File: src/rtl/alu8_pkg.sv
package alu8_pkg;
  localparam int unsigned OP_W = 4;

  typedef enum logic [OP_W-1:0] {
    OP_ADD  = 4'd0,
    OP_ADC  = 4'd1,
    OP_SUB  = 4'd2,
    OP_SBC  = 4'd3,
    OP_CMP  = 4'd4,
    OP_AND  = 4'd5,
    OP_OR   = 4'd6,
    OP_XOR  = 4'd7,
    OP_BIT  = 4'd8,
    OP_LOAD = 4'd9,
    OP_ASR  = 4'd10,
    OP_LSR  = 4'd11,
    OP_LSL  = 4'd12,
    OP_ROL  = 4'd13,
    OP_ROR  = 4'd14,
    OP_INC  = 4'd15
  } alu_op_e;

  typedef enum logic [1:0] {
    LG_AND  = 2'd0,
    LG_OR   = 2'd1,
    LG_XOR  = 2'd2,
    LG_PASS = 2'd3
  } logic_fn_e;

  typedef enum logic [2:0] {
    SH_ASR = 3'd0,
    SH_LSR = 3'd1,
    SH_LSL = 3'd2,
    SH_ROL = 3'd3,
    SH_ROR = 3'd4
  } shift_fn_e;

  typedef struct packed {
    logic n;
    logic z;
    logic v;
    logic h;
    logic c;
  } alu_flags_t;
endpackage

File: src/rtl/alu8_addsub.sv
module alu8_addsub #(
  parameter int unsigned W = 8
) (
  input  logic [W-1:0] a_i,
  input  logic [W-1:0] b_i,
  input  logic         cin_i,
  input  logic         use_cin_i,
  input  logic         sub_i,
  output logic [W-1:0] sum_o,
  output logic         c_o,
  output logic         v_o,
  output logic         h_o
);
  localparam int unsigned HBIT = W / 2;

  logic [W:0] opa, opb, cext, raw, mix, vmix;

  always_comb begin
    opa  = {1'b0, a_i};
    opb  = {1'b0, b_i};
    cext = {{W{1'b0}}, cin_i & use_cin_i};
    if (sub_i) raw = opa - opb - cext;
    else       raw = opa + opb + cext;
    mix   = opa ^ opb ^ raw;
    vmix  = mix ^ (raw >> 1);
    sum_o = raw[W-1:0];
    c_o   = raw[W];      // carry out or borrow
    v_o   = vmix[W-1];
    h_o   = mix[HBIT];
  end
endmodule

File: src/rtl/alu8_logic.sv
module alu8_logic
  import alu8_pkg::*;
#(
  parameter int unsigned W = 8
) (
  input  logic_fn_e    fn_i,
  input  logic [W-1:0] a_i,
  input  logic [W-1:0] b_i,
  output logic [W-1:0] res_o
);
  always_comb begin
    unique case (fn_i)
      LG_AND:  res_o = a_i & b_i;
      LG_OR:   res_o = a_i | b_i;
      LG_XOR:  res_o = a_i ^ b_i;
      default: res_o = b_i;
    endcase
  end
endmodule

File: src/rtl/alu8_shift.sv
module alu8_shift
  import alu8_pkg::*;
#(
  parameter int unsigned W = 8
) (
  input  shift_fn_e    fn_i,
  input  logic [W-1:0] a_i,
  input  logic         cin_i,
  output logic [W-1:0] res_o,
  output logic         c_o
);
  always_comb begin
    res_o = a_i;
    c_o   = cin_i;
    unique case (fn_i)
      SH_ASR: begin res_o = {a_i[W-1], a_i[W-1:1]}; c_o = a_i[0];   end
      SH_LSR: begin res_o = {1'b0, a_i[W-1:1]};     c_o = a_i[0];   end
      SH_LSL: begin res_o = {a_i[W-2:0], 1'b0};     c_o = a_i[W-1]; end
      SH_ROL: begin res_o = {a_i[W-2:0], cin_i};    c_o = a_i[W-1]; end
      SH_ROR: begin res_o = {cin_i, a_i[W-1:1]};    c_o = a_i[0];   end
      default: ;
    endcase
  end
endmodule

File: src/rtl/alu8_core.sv
module alu8_core
  import alu8_pkg::*;
#(
  parameter int unsigned W = 8
) (
  input  logic [3:0]   op_i,
  input  logic [W-1:0] a_i,
  input  logic [W-1:0] b_i,
  input  logic         c_i,
  input  logic         h_i,
  output logic [W-1:0] res_o,
  output logic         n_o,
  output logic         z_o,
  output logic         v_o,
  output logic         h_o,
  output logic         c_o,
  output logic         we_o
);
  localparam logic [W-1:0] ONE     = {{(W-1){1'b0}}, 1'b1};
  localparam logic [W-1:0] SGN_MIN = {1'b1, {(W-1){1'b0}}};

  alu_op_e    op;
  logic       is_sub, use_cin;
  logic [W-1:0] as_sum, lg_res, sh_res, inc_res;
  logic       as_c, as_v, as_h, sh_c;
  logic_fn_e  lg_fn;
  shift_fn_e  sh_fn;
  alu_flags_t fl;

  assign op      = alu_op_e'(op_i);
  assign is_sub  = (op == OP_SUB) || (op == OP_SBC) || (op == OP_CMP);
  assign use_cin = (op == OP_ADC) || (op == OP_SBC);

  always_comb begin
    unique case (op)
      OP_OR:   lg_fn = LG_OR;
      OP_XOR:  lg_fn = LG_XOR;
      OP_LOAD: lg_fn = LG_PASS;
      default: lg_fn = LG_AND;
    endcase
    unique case (op)
      OP_LSR:  sh_fn = SH_LSR;
      OP_LSL:  sh_fn = SH_LSL;
      OP_ROL:  sh_fn = SH_ROL;
      OP_ROR:  sh_fn = SH_ROR;
      default: sh_fn = SH_ASR;
    endcase
  end

  alu8_addsub #(.W(W)) u_addsub (
    .a_i      (a_i),
    .b_i      (b_i),
    .cin_i    (c_i),
    .use_cin_i(use_cin),
    .sub_i    (is_sub),
    .sum_o    (as_sum),
    .c_o      (as_c),
    .v_o      (as_v),
    .h_o      (as_h)
  );

  alu8_logic #(.W(W)) u_logic (
    .fn_i (lg_fn),
    .a_i  (a_i),
    .b_i  (b_i),
    .res_o(lg_res)
  );

  alu8_shift #(.W(W)) u_shift (
    .fn_i (sh_fn),
    .a_i  (a_i),
    .cin_i(c_i),
    .res_o(sh_res),
    .c_o  (sh_c)
  );

  assign inc_res = a_i + ONE;

  always_comb begin
    res_o = lg_res;
    fl    = '{n: 1'b0, z: 1'b0, v: 1'b0, h: h_i, c: c_i};
    we_o  = 1'b1;
    unique case (op)
      OP_ADD, OP_ADC: begin
        res_o = as_sum; fl.c = as_c; fl.v = as_v; fl.h = as_h;
      end
      OP_SUB, OP_SBC, OP_CMP: begin
        res_o = as_sum; fl.c = as_c; fl.v = as_v;
        we_o  = (op != OP_CMP);
      end
      OP_AND, OP_OR, OP_XOR, OP_LOAD, OP_BIT: begin
        res_o = lg_res;
        we_o  = (op != OP_BIT);
      end
      OP_ASR, OP_LSR, OP_LSL, OP_ROL, OP_ROR: begin
        res_o = sh_res; fl.c = sh_c;
      end
      default: begin
        res_o = inc_res;
        fl.v  = (inc_res == SGN_MIN);
      end
    endcase
    fl.n = res_o[W-1];
    fl.z = ~|res_o;
    if (op inside {OP_ASR, OP_LSR, OP_LSL, OP_ROL, OP_ROR}) fl.v = fl.c ^ fl.n;
  end

  assign n_o = fl.n;
  assign z_o = fl.z;
  assign v_o = fl.v;
  assign h_o = fl.h;
  assign c_o = fl.c;
endmodule

File: config.mk
export PLATFORM = sky130hd
export DESIGN_NAME = alu8_core
export DESIGN_NICKNAME = d
export VERILOG_FILES = /design/src/rtl/alu8_pkg.sv /design/src/rtl/alu8_addsub.sv /design/src/rtl/alu8_logic.sv /design/src/rtl/alu8_shift.sv /design/src/rtl/alu8_core.sv
export SDC_FILE = /design/constraint.sdc
export NUM_CORES = 1
export LEC_CHECK = 0
export ABC_CLOCK_PERIOD_IN_PS = 11400
export BUFFER_PORTS_ARGS = -buffer_cell sky130_fd_sc_hd__buf_2
export CAP_MARGIN = 20
export CORE_ASPECT_RATIO = 1.4
export CORE_MARGIN = 4
export CORE_UTILIZATION = 50
export DETAILED_ROUTE_END_ITERATION = 10
export GPL_TIMING_DRIVEN = 0
export PLACE_DENSITY = 0.71
export RECOVER_POWER = 100
export SLEW_MARGIN = 20
export SYNTH_ARGS = -nofsm -noshare
export SYNTH_HDL_FRONTEND = slang
export SYNTH_HIERARCHICAL = 1
export SYNTH_SLANG_ARGS = --single-unit
export TNS_END_PERCENT = 100
File: constraint.sdc
create_clock -name vclk -period 11.4
set_input_delay 1.71 -clock vclk [all_inputs]
set_output_delay 1.71 -clock vclk [all_outputs]
set_load 0.02 [all_outputs]
==> run metrics <==
run status finished clean; max_cap viols 0; WL per Instance 15.7 µm; cts hold-fix bufs 0; fin worst setup slack 3970 ps; number of global-route vias before repair 2810; crit path DAT 5720 ps; critical path's top delay family compound AO/OA/AOI/OAI gates; Post-Syn Area 2730 µm²; Global Route Usage Sum 0.229; worst path buffer plus inverter count 5; Ports 36; worst slew pin tran 549 ps; fmax 135 MHz; RD Place Congestion 0.967; Rows 31; post-synthesis mux area share 0.119; Place WS 4150 ps; Reg area 0 µm²; Post-Synth Simple-Gate Area 0.222; Worst EP required 9690 ps; Pre-Repair DR Iteration Count 4; post-DP HPWL 6280 µm; crit end category output pin; die footprint 6730 µm²; CP max-delay cell clkbuf_1; Detail Route Antenna Nets 0; Net Count, Synth 445; crit path kind input port to output pin; Filler Cell Count 534; final setup fails 0; Starting Density 0.522; Resized cells post-CTS 0; Worst setup SP type input port; Die X 70.5 µm; Post-Synth XOR/XNOR Area 0.0545; Ys Warns 6; cell breakdown of the critical path buf_2 > clkbuf_1 > clkbuf_1 > nor3b_1 > nand2_1 > inv_1 > fa_1 > fa_1 > a21boi_0 > o2bb2ai_1 > o22a_1 > o21ai_2 > nand2_1 > o21a_1 > a221o_1 > o41a_1 > nand3_1 > clkbuf_1; Setup TNS 0 ps; max-slew violation count 0; final wirelength 7590 µm; Max FO, Critical Path 10; Slew headroom 0.631; initial antenna violation count 0; final worst path period need 7430 ps; antenna diode count 0; P&R area growth vs syn 8.47%; number of sequential cells 0; Syn Inst Count 380; RSZ-0062 raised after global routing no; power density over the cells 52.6 nW/µm²; main combinational cell family by area after synthesis compound AO/OA/AOI/OAI gates; gr ovfl total 0; Crit path largest cell delay 440 ps; port bufs 36; register area share after synthesis 0; DRC 0; DR vias 2864; fin nets 483; Post-Syn Area per Cell 7.19 µm²; drt initial violations 182; Netlist cell types 63; complex-gate fraction of the synthesized area 0.273; HP Class input port to output pin; layout cell share with drive strength beyond 1 0.151; adder-cell share of the synthesized area 0.208; core area 5240 µm²; largest net degree at the start of global routing 21; final hold violations 0; Die Y 95.5 µm; vias per inst 5.94; Worst path most repeated cell clkbuf_1; peak supply drop 0.0000268 V; clk_buf instances 0; postcts setup bufs 0; fin crit share 0.652; Pleak 1.33 nW; first-pass GRT wire length 12900 µm
## stage by stage
step | cells | hold slack (ps) | power (mW) | area (µm²) | utilization
2_1_floorplan | 380 | 3610 | 0.115 | 2730 | -
3_3_place_gp | 482 | 3770 | 0.154 | 2990 | 0.572
3_5_place_dp | 482 | 3770 | 0.158 | 2990 | 0.572
4_1_cts | 482 | 3770 | 0.159 | 2990 | 0.572
5_1_grt | 482 | 3870 | 0.174 | 2960 | 0.566
6_report | 482 | 3840 | 0.156 | 2960 | 0.566
## logic make-up after synthesis
logic type,Yosys count
AO/OA/AOI/OAI,110
adder cells (fa/ha/maj),43
AND/OR/NAND/NOR,112
multiplexers,22
buffers and inverters,76
XOR/XNOR,17
## final timing paths
kind | from | depth (start not counted) | slack, ps | to
worst min-delay path | h_i | 3 | 3840 | h_o
worst max-delay path | op_i[2] | 18 | 3970 | v_o
## per-layer routing
metal	routed length, µm	up-vias	part of all wire	global-route usage
met5	0	-	0	0
met4	272	0	0.036	0.0911
met3	360	21	0.047	0.0127
met2	3860	79	0.51	0.432
met1	3090	1328	0.41	0.267
li1	-	1436	-	-
## cell usage in the layout, fill, tap and decap left out, types with 3 or more instances in the layout
| master | n |
|---|---|
| nand2_1 | 19 |
| nand4_1 | 4 |
| nand2b_1 | 6 |
| mux2i_1 | 10 |
| inv_1 | 54 |
| o21a_1 | 6 |
| xor2_1 | 3 |
| a22oi_1 | 3 |
| o211ai_1 | 6 |
| and2_1 | 3 |
| buf_6 | 5 |
| nor3_1 | 6 |
| xnor2_1 | 14 |
| mux2_2 | 3 |
| o21ai_0 | 22 |
| clkbuf_1 | 19 |
| mux4_2 | 8 |
| nand3_1 | 14 |
| ha_1 | 39 |
| nor2_1 | 26 |
| or3b_2 | 7 |
| o22ai_1 | 11 |
| a21o_1 | 6 |
| nor4_1 | 3 |
| nand3b_1 | 5 |
| or3_1 | 4 |
| buf_2 | 30 |
| a31oi_1 | 3 |
| fa_1 | 4 |
| nor3b_1 | 3 |
| a21oi_1 | 28 |
## where the power goes
group | switching (mW) | internal [mW]
logic | 0.0919 | 0.0639
clock network | 0 | 0
registers | 0 | 0
## cell type report
| class | count | area, µm² | area share |
|---|---|---|---|
| inverters | 56 | 210 | 0.0709 |
| plain buffers | 20 | 126 | 0.0427 |
| multi-input cells | 304 | 2380 | 0.802 |
| repair buffers | 36 | 166 | 0.0562 |
| well taps | 66 | 82.6 | 0.0279 |
## synth_stat cells, drive strengths merged (4+ instances only)
master | instances | area share
a21o | 7 | 0.020
a21oi | 28 | 0.055
buf | 13 | 0.037
clkbuf | 7 | 0.0096
fa | 4 | 0.029
ha | 39 | 0.18
inv | 54 | 0.074
mux2 | 4 | 0.016
mux2i | 10 | 0.037
mux4 | 8 | 0.066
nand2 | 19 | 0.026
nand2b | 7 | 0.017
nand3 | 14 | 0.026
nand3b | 5 | 0.014
nand4 | 4 | 0.0092
nor2 | 26 | 0.036
nor3 | 6 | 0.011
o211ai | 7 | 0.023
o21a | 6 | 0.016
o21ai | 25 | 0.047
o22ai | 11 | 0.025
or3 | 4 | 0.0092
or3b | 7 | 0.022
xnor2 | 14 | 0.045
(Power assumes the default switching activity.)
